==> src/rtl/i2c_addr_ack_pkg.sv <==
package i2c_addr_ack_pkg;
  localparam int MODE_W = 3;
  typedef enum logic [MODE_W-1:0] {
    MODE_IDLE   = 3'd0,
    MODE_MST_TX = 3'd1,
    MODE_MST_RX = 3'd2,
    MODE_SLV_TX = 3'd3,
    MODE_SLV_RX = 3'd4
  } mode_e;
endpackage

==> src/rtl/i2c_addr_cmp.sv <==
module i2c_addr_cmp #(
  parameter int ADDR_W = 7
) (
  input  logic [ADDR_W:0] own_addr_i,
  input  logic [ADDR_W:0] rx_byte_i,
  output logic            own_hit_o,
  output logic            gc_hit_o
);
  assign own_hit_o = (rx_byte_i[ADDR_W:1] == own_addr_i[ADDR_W:1]);
  // broadcast: whole byte zero, gated by enable bit
  assign gc_hit_o  = (rx_byte_i == '0) && own_addr_i[0];
endmodule

==> src/rtl/i2c_data_ack.sv <==
module i2c_data_ack
  import i2c_addr_ack_pkg::*;
(
  input  mode_e mode_i,
  input  logic  addressed_i,
  input  logic  ack_en_i,
  output logic  ack_o
);
  always_comb begin
    unique case (mode_i)
      MODE_MST_RX: ack_o = ack_en_i;
      MODE_SLV_RX: ack_o = ack_en_i && addressed_i;
      default:     ack_o = 1'b0;
    endcase
  end
endmodule

==> src/rtl/i2c_addr_ack.sv <==
module i2c_addr_ack
  import i2c_addr_ack_pkg::*;
#(
  parameter int ADDR_W = 7
) (
  input  logic              clk_i,
  input  logic              rst_ni,
  input  logic [ADDR_W:0]   own_addr_i,
  input  logic              ack_en_i,
  input  logic [MODE_W-1:0] mode_i,
  input  logic              arb_lost_i,
  input  logic              start_i,
  input  logic              stop_i,
  input  logic              recover_i,
  input  logic [ADDR_W:0]   rx_byte_i,
  input  logic              byte_valid_i,
  output logic              addressed_o,
  output logic              gen_call_o,
  output logic              rw_o,
  output logic              match_o,
  output logic              ack_o
);
  mode_e mode;
  logic  expect_addr_q;
  logic  own_hit, gc_hit, data_ack;
  logic  ctrl_evt, is_master, may_cmp, hit;

  assign mode      = mode_e'(mode_i);
  assign ctrl_evt  = start_i || stop_i || recover_i;
  assign is_master = (mode == MODE_MST_TX) || (mode == MODE_MST_RX);
  assign may_cmp   = !is_master || arb_lost_i;

  i2c_addr_cmp #(.ADDR_W(ADDR_W)) u_cmp (
    .own_addr_i (own_addr_i),
    .rx_byte_i  (rx_byte_i),
    .own_hit_o  (own_hit),
    .gc_hit_o   (gc_hit)
  );

  i2c_data_ack u_dack (
    .mode_i      (mode),
    .addressed_i (addressed_o),
    .ack_en_i    (ack_en_i),
    .ack_o       (data_ack)
  );

  assign hit = may_cmp && ack_en_i && (own_hit || gc_hit);

  always_ff @(posedge clk_i or negedge rst_ni) begin
    if (!rst_ni) begin
      expect_addr_q <= 1'b0;
      addressed_o   <= 1'b0;
      gen_call_o    <= 1'b0;
      rw_o          <= 1'b0;
      match_o       <= 1'b0;
      ack_o         <= 1'b0;
    end else begin
      match_o <= 1'b0;
      if (ctrl_evt) begin
        // bus events win; a byte in the same cycle is dropped
        expect_addr_q <= start_i;
        addressed_o   <= 1'b0;
        gen_call_o    <= 1'b0;
      end else if (byte_valid_i) begin
        if (expect_addr_q) begin
          expect_addr_q <= 1'b0;
          addressed_o   <= hit;
          gen_call_o    <= hit && gc_hit;
          ack_o         <= hit;
          match_o       <= hit;
          if (hit) rw_o <= rx_byte_i[0];
        end else begin
          ack_o <= data_ack;
        end
      end
    end
  end

  AST_MATCH_ACKED: assert property (@(posedge clk_i) disable iff (!rst_ni)
    match_o |-> (ack_o && addressed_o)) else $error("match without ack");
  AST_MATCH_SINGLE: assert property (@(posedge clk_i) disable iff (!rst_ni)
    match_o |=> !match_o) else $error("match longer than one cycle");
  AST_GC_ENABLED: assert property (@(posedge clk_i) disable iff (!rst_ni)
    $rose(gen_call_o) |-> $past(own_addr_i[0])) else $error("broadcast while disabled");
  AST_DISCONNECT: assert property (@(posedge clk_i) disable iff (!rst_ni)
    (byte_valid_i && !ack_en_i && !ctrl_evt) |=> (!ack_o && !match_o)) else $error("ack while disabled");
  AST_CTRL_CLEAR: assert property (@(posedge clk_i) disable iff (!rst_ni)
    ctrl_evt |=> (!addressed_o && !gen_call_o)) else $error("addressed after bus event");
  AST_GC_ADDR: assert property (@(posedge clk_i) disable iff (!rst_ni)
    gen_call_o |-> addressed_o) else $error("broadcast flag alone");
endmodule

==> config.mk <==
export PLATFORM = sky130hd
export DESIGN_NAME = i2c_addr_ack
export DESIGN_NICKNAME = d
export VERILOG_FILES = /design/src/rtl/i2c_addr_ack_pkg.sv /design/src/rtl/i2c_addr_cmp.sv /design/src/rtl/i2c_data_ack.sv /design/src/rtl/i2c_addr_ack.sv
export SDC_FILE = /design/constraint.sdc
export NUM_CORES = 1
export LEC_CHECK = 0
export ABC_CLOCK_PERIOD_IN_PS = 1400
export BUFFER_PORTS_ARGS = -buffer_cell sky130_fd_sc_hd__buf_4
export CORE_AREA = 10 10 47 49
export CTS_CLUSTER_DIAMETER = 80
export DETAILED_ROUTE_END_ITERATION = 12
export DIE_AREA = 0 0 57 59
export PLACE_DENSITY = 0.67
export SYNTH_ARGS = -nofsm -noshare
export SYNTH_HDL_FRONTEND = slang
export SYNTH_SLANG_ARGS = --single-unit
==> constraint.sdc <==
create_clock -name clk_i -period 1.4 [get_ports clk_i]
set_input_delay 0.07 -clock clk_i [delete_from_list [all_inputs] [get_ports clk_i]]
set_output_delay 0.07 -clock clk_i [all_outputs]
set_load 0.02 [all_outputs]
==> results by group <==
Drt
  • Drt pass-1 iters: 4
  • WL final: 1.26 mm
  • DRT iter0 DRCs: 3
  • Remaining antenna violation count: 0
  • Routed WL per cell: 13.0 um
  • Via count: 472
  • WL met3: ~210 um
  • Vias per cell: 4.87
  • Max layer used: met3
  • Wire length on met2: between 500 and 600 um
  • WL met1: 469 um
  • DRC errors left: 0

Floorplan
  • Die area: ~3400 um2
  • Core ar.: 1400 um2
  • Die width: between 50 and 60 um
  • Row cnt: 14
  • Die Y: slightly below 60 um
  • Initial Utilization: ~33%
  • Io pins: 32

Setup path
  • Worst EP arrival: between 1000 and 1500 ps
  • Path depth of the worst reg2reg path: 4
  • Crit Path Max Fanout: 6
  • Worst path max stage delay: roughly 380 ps
  • FF-to-FF setup slack: 300 ps
  • Critical path, cell by cell: and3_1 -> o311ai_4 -> nand4bb_1 -> nand3b_1
  • Worst reg2reg path startpoint: expect_addr_q
  • FF-to-FF End: rw_o
  • Slowest CP cell: dfrtp_1
  • Worst Setup End Kind: flip-flop
  • Req. time, crit path: approximately 1600 ps
  • WS Path Type: reg2reg
  • Crit start category: flip-flop

Clock tree
  • Num CTS Buffers: 3
  • Latest clock arrival within the worst-skew pair: approximately 230 ps
  • H-tree depth: 1
  • CTS tree: built
  • Postcts setup bufs: 0
  • Clock transition at path regs: roughly 40 ps
  • PostCTS Resize Cnt: 0
  • Bufs on Longest Clock Path: 2
  • Root buffer cell: clkbuf_4
  • Post-CTS Hold Fix Bufs: 1
  • CTS Sinks: 6

Synthesis
  • #FFs+latches synth: 6
  • Top cell type's share of synthesized area: 33.0%
  • Syn Inst Count: 46
  • Synth area leader: dfrtp_1
  • Synthesized area: 455 um2
  • Post-synth ARST share: 100%
  • Unique cell type count in the Yosys netlist: 24
  • Post-Synthesis Net Count: 73
  • Syn. warnings: 0
  • Count leader, synth: xor2_1
  • Avg Cell Area, Syn: 9.90 um2
  • Post-synth EDFFs: 0
  • Synth Flop Type: dfrtp_1
  • Top cell types by occurrence after synthesis: xor2_1 (7), dfrtp_1 (6), inv_1 (4), nand2_1 (4)
  • Seq/Total Area, Yosys: 33.0%
  • Main area contributors after synthesis: dfrtp_1 (33%), xor2_1 (13%), nor3_4 (7.1%)

Timing
  • Hold_ws: 56.7 ps
  • Slew @ Worst Pin: 325 ps
  • Final min period: ~1100 ps
  • Relative slew slack: roughly four fifths
  • Setup tns final: 0 ps
  • Max Transition Viols Final: 0
  • Tcrit/Tclk final: between 70% and 80%
  • Max Fclk: between 0.9 and 1 GHz
  • Post-route setup slack: around 300 ps
  • RSZ-0062 raised after global routing: false
  • Final setup viols: 0
  • Final hold violation count: 0
  • Layout Skew: roughly 1.8 ps

Global routing
  • Gr usage total: 7.80%
  • First-pass GRT wire length: 2.14 mm
  • Grt ovf: 0
  • Largest net degree at the start of global routing: 7
  • Vias in the first global route: between 500 and 600
  • Initial antenna violation count: 0

Hold path
  • Tightest Hold Check Type: in2reg
  • Min-delay src: start_i
  • Worst hold endpoint: expect_addr_q
  • Hold Crit Depth: 2

Placement
  • IO buf count: 31
  • Global placement routability congestion: approximately 0.7
  • Final HPWL DP: 1.14 mm
  • DP Cell Count: 93
  • Pre-CTS setup slack: around 310 ps

Job
  • Max Cap Viol: 0

Finish
  • Reg area: around 150 um2
  • Non-Filler Instances: 97
  • # fillers: 135
  • Diodes inserted: 0
  • Fin nets: 110
  • Fin util: 52.9%
  • Area taken by multi-input logic gates: between 200 and 300 um2
  • Fraction of final layout cells sized beyond drive strength 1: between 40 and 50%
  • Area delta synth->final: 62.6%

Pwr
  • P_leak: roughly 0.00036 uW
  • Clk pwr share: 30.9%
  • Sw Ratio: roughly a quarter
  • Sequential power share: a little under two fifths
  • Pwr dens: 658 nW/um2
  • Max VDD drop: about 260 uV
  • Pint: ~360 uW
  • Switching power: around 130 uW
  • Combinational power share: between 30 and 40%

Status
  • Status: completed
## critical path: cells and delay by family, from the launching register on
family / cells / cell delay (ps)
AO/OA/AOI/OAI: 1 / 130
flip-flops: 1 / 380
AND/OR/NAND/NOR: 3 / 520
## layout by cell type (no fill, tap or decap), types with 2 or more instances in the layout
cell	synthesis	layout
nand3b_1	2	2
nand2_1	4	4
nand3_1	2	2
buf_4	0	31
dfrtp_1	6	6
clkbuf_4	0	3
nor2_1	2	2
nor3_4	2	2
inv_1	4	4
a21oi_1	2	2
xor2_1	7	7
## per-stage QoR
step	cell area (um2)	total power, uW
final	741	487
after global routing	741	521
after CTS	741	499
after detailed placement	708	339
after global placement	708	338
after floorplan	455	251
## state kept, by name, summed over array words and instances, names as in the netlist
register       count
ack_o              1
addressed_o        1
expect_addr_q      1
rw_o               1
gen_call_o         1
match_o            1
## power by group through the flow
| stage | sequential [uW] | combinational (uW) | clock (uW) |
|---|---|---|---|
| 5_1_grt | 187 | 165 | 169 |
| 3_3_place_gp | 189 | 149 | 0 |
| 6_report | 186 | 150 | 151 |
| 4_1_cts | 186 | 153 | 160 |
| 3_5_place_dp | 189 | 150 | 0 |
| 2_1_floorplan | 196 | 54.9 | 0 |
## metal layers
| layer | vias to the layer above | global-route usage, % |
|---|---|---|
| met3 | 0 | 6.01 |
| met5 | - | 0 |
| met4 | 0 | 3.02 |
| met1 | 211 | 7.18 |
| li1 | 236 | - |
| met2 | 25 | 12.9 |
## worst max-delay path by stage
stage                   from    end  slack [ps]  cells after the start
2_1_floorplan  expect_addr_q   rw_o         400                      4
3_3_place_gp         start_i   rw_o         320                      5
3_5_place_dp   own_addr_i[7]  ack_o         310                      5
4_1_cts        expect_addr_q   rw_o         300                      4
5_1_grt        expect_addr_q   rw_o         210                      4
6_report       expect_addr_q   rw_o         300                      4
## area by class of cell
class,instances,area share [%]
Timing Repair Buffer,32,32.8
Tap cell,16,2.70
Inverter,4,2.03
Multi-Input combinational cell,36,39.2
Clock buffer,3,3.04
Sequential cell,6,20.3
## cells by family (layout without fill, tap and decap cells)
kind of cell | Yosys count | after routing | synth area share, %
AND/OR/NAND/NOR | 19 | 19 | 31.9
AO/OA/AOI/OAI | 9 | 9 | 16.5
XOR/XNOR | 8 | 8 | 15.4
flip-flops | 6 | 6 | 33.0
buffers and inverters | 4 | 39 | 3.30
Power figures use the tool's default switching activity.
